$ cat src/rtl/aph_pkg.sv
package aph_pkg;
    typedef enum logic [1:0] {
        ST_IDLE = 2'd0,
        ST_LO   = 2'd1,
        ST_HI   = 2'd2,
        ST_DONE = 2'd3
    } aph_state_e;

    localparam logic [3:0] DUAL_CODE_DEFAULT = 4'b1101;
endpackage

$ cat src/rtl/upper_base_reg.sv
module upper_base_reg #(
    parameter int W = 32
) (
    input  logic         clk,
    input  logic         rst_n,
    input  logic         wr_en,
    input  logic [W-1:0] wr_data,
    output logic [W-1:0] base_q,
    output logic         base_nz
);
    logic [W-1:0] base_d;

    always_comb begin
        base_d = base_q;
        if (wr_en) base_d = wr_data;
    end

    always_ff @(posedge clk) begin
        if (!rst_n) base_q <= '0;
        else        base_q <= base_d;
    end

    assign base_nz = |base_q;
endmodule

$ cat src/rtl/tgt_claim_dec.sv
module tgt_claim_dec #(
    parameter int               CMD_W    = 4,
    parameter logic [CMD_W-1:0] DUAL_CMD = 4'b1101
) (
    input  logic             strobe,
    input  logic [CMD_W-1:0] cbe_n,
    output logic             claim
);
    logic [CMD_W-1:0] cmd_pos;

    always_comb begin
        cmd_pos = ~cbe_n;
        claim   = strobe && (cmd_pos != DUAL_CMD);
    end
endmodule

$ cat src/rtl/aph_sequencer.sv
module aph_sequencer
    import aph_pkg::*;
#(
    parameter int               ADDR_W   = 32,
    parameter int               CMD_W    = 4,
    parameter logic [CMD_W-1:0] DUAL_CMD = 4'b1101
) (
    input  logic              clk,
    input  logic              rst_n,
    input  logic              req_valid,
    input  logic [ADDR_W-1:0] req_addr,
    input  logic [CMD_W-1:0]  req_cmd,
    input  logic [ADDR_W-1:0] base_val,
    input  logic              base_nz,
    output logic              req_ready,
    output logic [ADDR_W-1:0] ad_out,
    output logic [CMD_W-1:0]  cbe_n_out,
    output logic              aph_valid,
    output logic              phase_done
);
    localparam logic [CMD_W-1:0] CBE_IDLE = '1;

    typedef struct packed {
        aph_state_e       state;
        logic [ADDR_W-1:0] ad;
        logic [CMD_W-1:0]  cbe_n;
        logic              valid;
        logic              done;
        logic              dual;
        logic [ADDR_W-1:0] hi;
        logic [CMD_W-1:0]  cmd;
    } seq_t;

    seq_t s_d, s_q;

    always_comb begin
        s_d       = s_q;
        s_d.done  = 1'b0;
        s_d.valid = 1'b0;
        s_d.ad    = '0;
        s_d.cbe_n = CBE_IDLE;
        case (s_q.state)
            ST_IDLE: begin
                if (req_valid) begin
                    s_d.state = ST_LO;
                    s_d.dual  = base_nz;
                    s_d.hi    = base_val;
                    s_d.cmd   = req_cmd;
                    s_d.ad    = req_addr;
                    s_d.valid = 1'b1;
                    s_d.cbe_n = base_nz ? ~DUAL_CMD : ~req_cmd;
                end
            end
            ST_LO: begin
                if (s_q.dual) begin
                    s_d.state = ST_HI;
                    s_d.ad    = s_q.hi;
                    s_d.cbe_n = ~s_q.cmd;
                    s_d.valid = 1'b1;
                end else begin
                    s_d.state = ST_DONE;
                    s_d.done  = 1'b1;
                end
            end
            ST_HI: begin
                s_d.state = ST_DONE;
                s_d.done  = 1'b1;
            end
            default: begin
                s_d.state = ST_IDLE;
            end
        endcase
    end

    always_ff @(posedge clk) begin
        if (!rst_n) begin
            s_q.state <= ST_IDLE;
            s_q.ad    <= '0;
            s_q.cbe_n <= CBE_IDLE;
            s_q.valid <= 1'b0;
            s_q.done  <= 1'b0;
            s_q.dual  <= 1'b0;
            s_q.hi    <= '0;
            s_q.cmd   <= '0;
        end else begin
            s_q <= s_d;
        end
    end

    assign req_ready  = (s_q.state == ST_IDLE);
    assign ad_out     = s_q.ad;
    assign cbe_n_out  = s_q.cbe_n;
    assign aph_valid  = s_q.valid;
    assign phase_done = s_q.done;

    AST_SINGLE_ONE_CLK: assert property (@(posedge clk) disable iff (!rst_n)
        ($rose(aph_valid) && cbe_n_out != ~DUAL_CMD) |=> (!aph_valid && phase_done));
    AST_DUAL_TWO_CLK: assert property (@(posedge clk) disable iff (!rst_n)
        ($rose(aph_valid) && cbe_n_out == ~DUAL_CMD) |=> (aph_valid && cbe_n_out != ~DUAL_CMD) ##1 (!aph_valid && phase_done));
    AST_DONE_PULSE: assert property (@(posedge clk) disable iff (!rst_n)
        phase_done |=> !phase_done);
    AST_BUSY_NOT_READY: assert property (@(posedge clk) disable iff (!rst_n)
        (aph_valid || phase_done) |-> !req_ready);
    AST_IDLE_BUS: assert property (@(posedge clk) disable iff (!rst_n)
        !aph_valid |-> (cbe_n_out == CBE_IDLE && ad_out == '0));
endmodule

$ cat src/rtl/pci_addr_phase_gen.sv
module pci_addr_phase_gen
    import aph_pkg::*;
#(
    parameter int               ADDR_W   = 32,
    parameter int               CMD_W    = 4,
    parameter logic [CMD_W-1:0] DUAL_CMD = DUAL_CODE_DEFAULT
) (
    input  logic              clk,
    input  logic              rst_n,
    input  logic              base_wr_en,
    input  logic [ADDR_W-1:0] base_wr_data,
    input  logic              req_valid,
    input  logic [ADDR_W-1:0] req_addr,
    input  logic [CMD_W-1:0]  req_cmd,
    output logic              req_ready,
    output logic [ADDR_W-1:0] ad_out,
    output logic [CMD_W-1:0]  cbe_n_out,
    output logic              aph_valid,
    output logic              phase_done,
    input  logic              tgt_strobe,
    input  logic [CMD_W-1:0]  tgt_cbe_n,
    output logic              tgt_claim
);
    logic [ADDR_W-1:0] base_q;
    logic              base_nz;

    upper_base_reg #(.W(ADDR_W)) i_base (
        .clk     (clk),
        .rst_n   (rst_n),
        .wr_en   (base_wr_en),
        .wr_data (base_wr_data),
        .base_q  (base_q),
        .base_nz (base_nz)
    );

    aph_sequencer #(.ADDR_W(ADDR_W), .CMD_W(CMD_W), .DUAL_CMD(DUAL_CMD)) i_seq (
        .clk        (clk),
        .rst_n      (rst_n),
        .req_valid  (req_valid),
        .req_addr   (req_addr),
        .req_cmd    (req_cmd),
        .base_val   (base_q),
        .base_nz    (base_nz),
        .req_ready  (req_ready),
        .ad_out     (ad_out),
        .cbe_n_out  (cbe_n_out),
        .aph_valid  (aph_valid),
        .phase_done (phase_done)
    );

    tgt_claim_dec #(.CMD_W(CMD_W), .DUAL_CMD(DUAL_CMD)) i_tgt (
        .strobe (tgt_strobe),
        .cbe_n  (tgt_cbe_n),
        .claim  (tgt_claim)
    );

    AST_NO_CLAIM_IDLE: assert property (@(posedge clk) disable iff (!rst_n)
        !tgt_strobe |-> !tgt_claim);
endmodule

$ cat config.mk
export PLATFORM = sky130hd
export DESIGN_NAME = pci_addr_phase_gen
export DESIGN_NICKNAME = d
export VERILOG_FILES = /design/src/rtl/aph_pkg.sv /design/src/rtl/upper_base_reg.sv /design/src/rtl/tgt_claim_dec.sv /design/src/rtl/aph_sequencer.sv /design/src/rtl/pci_addr_phase_gen.sv
export SDC_FILE = /design/constraint.sdc
export NUM_CORES = 1
export LEC_CHECK = 0
export ABC_AREA = 1
export BUFFER_PORTS_ARGS = -buffer_cell sky130_fd_sc_hd__buf_2
export CAP_MARGIN = 10
export CORE_MARGIN = 2
export CORE_UTILIZATION = 40
export CTS_CLUSTER_SIZE = 25
export DETAILED_ROUTE_END_ITERATION = 12
export PLACE_DENSITY = 0.67
export SLEW_MARGIN = 5
export SYNTH_ARGS = -nofsm -noshare
export SYNTH_HDL_FRONTEND = slang
export SYNTH_SLANG_ARGS = --single-unit
$ cat constraint.sdc
create_clock -name clk -period 1.7 [get_ports clk]
set_clock_uncertainty 0.05 [all_clocks]
set_input_delay 0.17 -clock clk [delete_from_list [all_inputs] [get_ports clk]]
set_output_delay 0.17 -clock clk [all_outputs]
set_load 0.05 [all_outputs]
# Word-level counts from Yosys, hierarchy flattened
# Index checks and enable logic that the tools add are counted.
# word_totals
reg_bits	109
in_bits	77
output_inout_bits	40
elab_cells	28
# classes
n_eq_ne	4
muxes	8
n_bitwise	3
n_reduce_logical	4
# op_table
op	n
37-bit one-hot mux with 2 select lines	1
39-bit 2-to-1 mux	1
37-bit 2-to-1 mux	1
32-bit OR reduction	1
4-bit NOT	3
2-bit one-hot mux with 3 select lines	1
4-bit 2-to-1 mux	1
4-bit inequality test (second input constant)	1
2-bit by 1-bit equality test with 1-bit output (second input constant)	1
2-bit equality test (second input constant)	1
2-bit logical NOT	1
1-bit 2-to-1 mux	2
2-bit inequality test (second input constant)	1
1-bit one-hot mux with 2 select lines	1
2-bit AND reduction	1
1-bit logical AND	1

# Depth between registers and ports, before layout
# Gate-level depths: netlist of run 1.
# logic_depth
ltp_word	4
mapped_depth	8
mapped_depth_nobuf	8

# Hierarchy
# Synthesis of run 1 repeated with hierarchy kept, for this count alone.
# hier_totals
hier_cells	569
hier_area_um2	4374.2
# modules_own_cells
module	n_inst	cells_per_inst	area_each_um2	seq_area_each_um2
aph_sequencer	1	397	3109.2	1541.5
upper_base_reg	1	167	1244.9	640.6
tgt_claim_dec	1	5	20.0	0.0

# Worst setup path after synthesis of run 1
# Ideal clock, no wire load.
# synth_path
path_kind	register to register
startpoint	reg i_seq.s_q[75] in the netlist's numbering
endpoint	reg i_seq.s_q[1] in the netlist's numbering
setup_time_ns	0.116
arrival_time_ns	1.546
t_required_ns	1.534
path_slack_ns	-0.012
stages_incl_launch_ff	7
n_path_buf	1
synth_period_minus_slack_ns	1.712
path_cell_list	dfxtp_1 inv_1 ha_1 nand2_4 clkbuf_1 o21ai_0 nor2_1
# synth_via
elab_chain_cells	2
# synth_rtl
item	line	rtl
start: declaration	aph_sequencer.sv:34	seq_t s_d, s_q;
2-bit logical NOT	n/a	
named net req_ready	pci_addr_phase_gen.sv:15	output logic req_ready,
2-bit AND reduction (no source line)	n/a	
# The timed path passes the listed nets, and every way through them passes these cells.
# A chain may end at the register's enable or synchronous reset.

# Final worst setup path of run 1
# layout_path
startpoint	reg i_seq.s_q[75] in the netlist's numbering
endpoint	out req_ready
# layout_via
elab_chain_cells	1
# layout_rtl
item	line	rtl
2-bit logical NOT	aph_sequencer.sv:90	assign req_ready = (s_q.state == ST_IDLE);
end: declaration	pci_addr_phase_gen.sv:15	
# No other way between the ends.

==> flow_metrics.tcl, run 1 <==
set metrics [dict create \
    cts-htree-levels 3 \
    slew-limit-headroom_pct 73.53 \
    status "finished clean" \
    post_cts_buffers 0 \
    synth_ff_type "dfxtp_1" \
    synth_top_area_share_pct 50.38 \
    final_util_pct 53.07 \
    synth-seq-cells 109 \
    power_density_nw_per_um2 1427 \
    synthesis.nets 641 \
    synth-edff-count 0 \
    die_w_um 108.1 \
    grt_max_degree 31 \
    area_growth_pct 27.61 \
    critPathArrivalTime_ns 1.40 \
    setup_violations 0 \
    dp_hpwl_mm 7.177 \
    core_um2 10420 \
    critPathKind "flop to output port" \
    drt_pre_antenna_iters 4 \
    stdcell_count 823 \
    dr_total_vias 3868 \
    critical_path_depth 3 \
    start_kind "flop" \
    critPathCaptureType "output port" \
    yosysMostFrequentCell "nor2_1" \
    syn-cell-area_um2 4332 \
    max_slew.worst_pin.slew_ns 0.3956 \
    total_power_mw 7.888 \
    required_ns 1.48 \
    synthArstFlopShare_pct 0 \
    synthTopCellsByArea "dfxtp_1, nor2_1, o21ai_0" \
    r2r_setup_slack_ns 0.16 \
    start_util_pct 41.59 \
    io-pin-count 117 \
    synthCells 560 \
    path_cells "inv_1, ha_2, buf_2" \
    drv_cap 0 \
    wire_per_inst_um 12.73 \
    nNetsFinal 763 \
    die_area_um2 11680 \
    clock_latency_ns 0.36 \
    cpPeakStageDelay_ns 0.35 \
    antenna_found_initial 0 \
    cts_sinks 109 \
    slew_viol_final 0 \
    std_cell_rows 37 \
    ys_seq_area_share_pct 50.38 \
    synth_top_area_cell "dfxtp_1" \
    port_buffers 116 \
    clk_path_buf_depth 2 \
    clk_pin_slew_ns 0.10 \
    synthTopCellsByCount "nor2_1, dfxtp_1, o21ai_0, nand2_1, a21oi_1" \
    grtUsageTotal_pct 18.06 \
    fin_crit_sh_pct 95.52 \
    ys_types 20 \
    regArea_um2 2182 \
    avgSynthCellArea_um2 7.735 \
    fmax_mhz 615.8 \
    crit_start "i_seq.s_q[75]$_SDFFE_PN0P_" \
    via_per_inst 4.700 \
    grt_pass1_wl_mm 16.66 \
    drc_errors 0 \
    place.gp.congestion 0.8891 \
    dp_cells 758 \
    multi_input_area_um2 1637 \
    finalCriticalPeriod_ns 1.624 \
    holdWs_ns 0.005607 \
    hp-start "base_wr_data[21]" \
    whs_path_depth 3 \
    wirelength_mm 10.47 \
    antenna_cells 0 \
    rr_startpoint "i_seq.s_q[75]$_SDFFE_PN0P_" \
    clockRootBuffer "clkbuf_8" \
    worst_path_max_delay_cell "dfxtp_1" \
    ys.warnings.count 0 \
    cts_tree "built" \
    grt-ovfl-total 0 \
    reg2regPathDepth 7 \
    path_buf_inv 2 \
    die_y_um 108.1 \
    fin_tns_setup_ns 0 \
    grt_pass1_vias 3719 \
    fillers 1018 \
    postRouteAntennaNets 0 \
    hold_path.class "input pin to flop" \
    rsz0062_at_grt "no" \
    peakVddDrop_v 0.0007687 \
    crit_family "buffers and inverters" \
    drive_gt1_share_pct 22.42 \
    worstPathMaxFanout 7 \
    numCtsBuffers 9 \
    p_leak_nw 2.445 \
    first_iter_violations 169 \
    finalHoldViolCount 0 \
]
[cell families (layout without fill, tap and decap cells)]
family | Yosys count | count (layout) | synth area share (%)
simple gates | 251 | 251 | 22.96
compound gates | 115 | 115 | 13.60
flops | 109 | 109 | 50.38
buf+inv | 81 | 208 | 11.90
fa+ha+maj | 4 | 4 | 1.155
[path summary, 6_finish.rpt]
kind | endpoint
min reg2reg | i_seq.ad_out[17]$_SDFF_PN0_
max reg2reg | i_seq.ad_out[10]$_SDFF_PN0_
min | i_base.base_q[21]$_SDFFE_PN0P_
max | req_ready
[sequential cells by signal (all words and copies together), names as in the netlist]
| signal | flops |
|---|---|
| i_seq.phase_done | 1 |
| i_seq.aph_valid | 1 |
| i_base.base_q | 32 |
| i_seq.s_q | 39 |
| i_seq.cbe_n_out | 4 |
| i_seq.ad_out | 32 |
[worst reg2reg max path: cells and delay by family (launching register included)]
family,cells,cell delay (ns)
buf+inv,3,0.47
compound gates,1,0.14
flops,1,0.35
simple gates,2,0.16
fa+ha+maj,1,0.28
[layout by cell type, fill, tap and decap left out]
master	n
nor2_1	155
buf_2	116
dfxtp_1	109
o21ai_0	67
nand2_1	59
dlygate4sd3_1	49
a21oi_1	41
nand3_1	35
buf_4	14
clkbuf_8	11
inv_1	9
o21ai_1	3
ha_1	3
bufinv_16	3
buf_12	3
o21ai_2	2
o21a_1	1
nand2_4	1
inv_8	1
a221oi_1	1
nor3_1	1
ha_2	1
clkinvlp_4	1
clkinv_4	1
[area by class of cell]
type                    count  area share [%]
multi-input cells         370           29.61
flip-flops and latches    109           39.47
clock buffers              11           2.739
well taps                 136           3.078
clock inverters             5           1.924
repair buffers            182           22.36
inverters                  10          0.8148
[through the flow]
| stage | cell area [um2] | setup slack, ns |
|---|---|---|
| 2_1_floorplan | 4334 | 0.2174 |
| 6_report | 5528 | 0.07608 |
| 5_1_grt | 5528 | 0.02508 |
| 3_5_place_dp | 4777 | 0.1522 |
| 4_1_cts | 5525 | 0.07616 |
| 3_3_place_gp | 4777 | 0.2398 |
[where the power goes]
part           total (mW)  leakage (nW)  switching (mW)  internal [mW]
Sequential           3.29         0.898           0.225           3.06
Clock                1.93         0.126           0.872           1.06
Combinational        2.66          1.42            1.84          0.827
Total                7.89          2.45            2.93           4.95
[timing repair]
action | in CTS | in global routing
setup endpoints to repair | 0 | 1
hold buffers | 49 | 0
endpoints found under the hold margin | 49 | 0
resized for setup | 0 | 1
[routing by layer]
metal / share of wire [%] / track usage, % / vias to the layer above
met5: 0 / 0 / -
met4: 1.6 / 7.601 / 0
met3: 4.7 / 2.110 / 16
met2: 50 / 33.51 / 102
met1: 44 / 20.89 / 1744
li1: - / - / 2006
Power figures use the tool's default switching activity.
==> run 2: changes to the inputs <==
--- a/config.mk
+++ b/config.mk
@@ -12,6 +12,7 @@
 export CORE_UTILIZATION = 40
 export CTS_CLUSTER_SIZE = 25
 export DETAILED_ROUTE_END_ITERATION = 12
+export GPL_TIMING_DRIVEN = 0
 export PLACE_DENSITY = 0.67
 export SLEW_MARGIN = 5
 export SYNTH_ARGS = -nofsm -noshare
==> run 2 against run 1 <==
Compared with the run above:
- count of clock-buffer cells in the layout shrank 1
- hold slack gained 0.0057 ns
- sequential share of layout area shrank 2.4 points
- largest power group unchanged
- highest routed layer unchanged
==> flow_metrics.tcl, run 2 (same netlist as run 1, synthesis figures left out) <==
set metrics [dict create \
    status "finished clean" \
    grt-ovfl-total 0 \
    grt_pass1_wl_mm 17.85 \
    hold_path.class "input pin to flop" \
    setup_violations 0 \
    hp-start "req_valid" \
    cpPeakStageDelay_ns 0.36 \
    postRouteAntennaNets 0 \
    fin_crit_sh_pct 97.44 \
    fmax_mhz 603.7 \
    worst_path_max_delay_cell "dfxtp_1" \
    rr_startpoint "i_seq.s_q[75]$_SDFFE_PN0P_" \
    via_per_inst 4.684 \
    die_y_um 108.1 \
    holdWs_ns 0.01134 \
    fin_tns_setup_ns 0 \
    antenna_found_initial 0 \
    slew-limit-headroom_pct 68.75 \
    crit_start "i_seq.s_q[75]$_SDFFE_PN0P_" \
    peakVddDrop_v 0.0006211 \
    reg2regPathDepth 5 \
    final_util_pct 56.58 \
    clk_path_buf_depth 2 \
    critPathCaptureType "output port" \
    grt_max_degree 20 \
    place.gp.congestion 0.8020 \
    clkPwrFrac_pct 19.6 \
    min_to "i_seq.s_q[2]$_SDFFE_PN0P_" \
    die_w_um 108.1 \
    clockRootBuffer "clkbuf_8" \
    clock_latency_ns 0.38 \
    regToRegEndpoint "i_seq.ad_out[7]$_SDFF_PN0_" \
    drive_gt1_share_pct 25.50 \
    start_util_pct 41.59 \
    cts_tree "built" \
    fillers 1001 \
    whs_path_depth 2 \
    numCtsBuffers 9 \
    grtUsageTotal_pct 19.59 \
    p_int_mw 4.686 \
    drc_errors 0 \
    area_growth_pct 36.05 \
    io-pin-count 117 \
    fin_ws_ns 0.04352 \
    finalHoldViolCount 0 \
    dp_hpwl_mm 7.793 \
    largest-register "i_seq.s_q" \
    max_slew.worst_pin.slew_ns 0.4687 \
    finalCriticalPeriod_ns 1.656 \
    drt_pre_antenna_iters 5 \
    critPathKind "flop to output port" \
    crit_family "buffers and inverters" \
    clk_pin_slew_ns 0.11 \
    std_cell_rows 37 \
    slew_viol_final 0 \
    grt_pass1_vias 3938 \
    die_area_um2 11680 \
    core_um2 10420 \
    power_frac_comb_pct 37.7 \
    pre_cts_ws_ns 0.08898 \
    antenna_cells 0 \
    total_power_mw 7.735 \
    p_leak_nw 2.674 \
    nNetsFinal 829 \
    power_switching_mw 3.049 \
    wirelength_mm 11.02 \
    critPathArrivalTime_ns 1.44 \
    wire_per_inst_um 12.40 \
    r2r_setup_slack_ns 0.07 \
    path_cells "inv_1, ha_2, buf_2" \
    power_density_nw_per_um2 1313 \
    power.share.switching_pct 39.42 \
    final_cell_mix "nor2_1, buf_2, dfxtp_1" \
    port_buffers 115 \
    first_iter_violations 143 \
    cts_sinks 109 \
    drv_cap 0 \
    worstPathMaxFanout 7 \
    rsz0062_at_grt "yes" \
    sequentialPowerShare_pct 42.7 \
    largest_reg_flops 39 \
    cts-htree-levels 3 \
    path_buf_inv 2 \
    final_common_cell "nor2_1" \
    dr_total_vias 4164 \
    required_ns 1.48 \
    start_kind "flop" \
]
[run 2: worst max-delay path by stage]
stage / to / slack (ns) / depth (start not counted)
floorplan: i_seq.s_q[1]$_SDFFE_PN0P_ / 0.22 / 6
global placement: i_seq.ad_out[24]$_SDFF_PN0_ / 0.13 / 5
detailed placement: i_seq.ad_out[29]$_SDFF_PN0_ / 0.09 / 5
CTS: req_ready / 0.04 / 3
global route: i_seq.ad_out[14]$_SDFF_PN0_ / -0.01 / 5
finish: req_ready / 0.04 / 3
[run 2: layer usage]
metal	GRT usage [%]	up-vias	routed length, um
met5	0	-	0
met4	5.861	0	190
met3	3.315	17	512
met2	35.89	122	5427
met1	23.37	1876	4890
li1	-	2149	-
[run 2: what timing repair did]
action | CTS | global route
setup buffers | 0 | 0
gates resized for setup | 0 | 6
setup endpoints to repair | 0 | 20
endpoints found under the hold margin | 62 | 0
hold buffers | 62 | 0
[run 2: power by group through the flow]
stage	sequential [mW]	clock, mW	combinational, mW
2_1_floorplan	3.35	0	2.14
3_3_place_gp	3.34	0	2.77
3_5_place_dp	3.36	0	2.80
4_1_cts	3.30	1.55	2.92
5_1_grt	3.36	1.66	3.19
6_report	3.30	1.52	2.91
[run 2: per-stage QoR]
step                area (um2)  instances
finish                    5893        889
global route              5893        889
floorplan                 4334        560
global placement          5080        811
detailed placement        5080        811
CTS                       5889        889
[run 2: area by class of cell]
class                           count  area [um2]  area share, %
Multi-Input combinational cell    370        1637          27.77
Clock buffer                       10       137.6          2.335
Tap cell                          136       170.2          2.887
Inverter                           10       42.54         0.7219
Sequential cell                   109        2182          37.03
Timing Repair Buffer              177        1196          20.30
Clock inverter                      6       51.30         0.8705
Buffer                             71       476.7          8.089
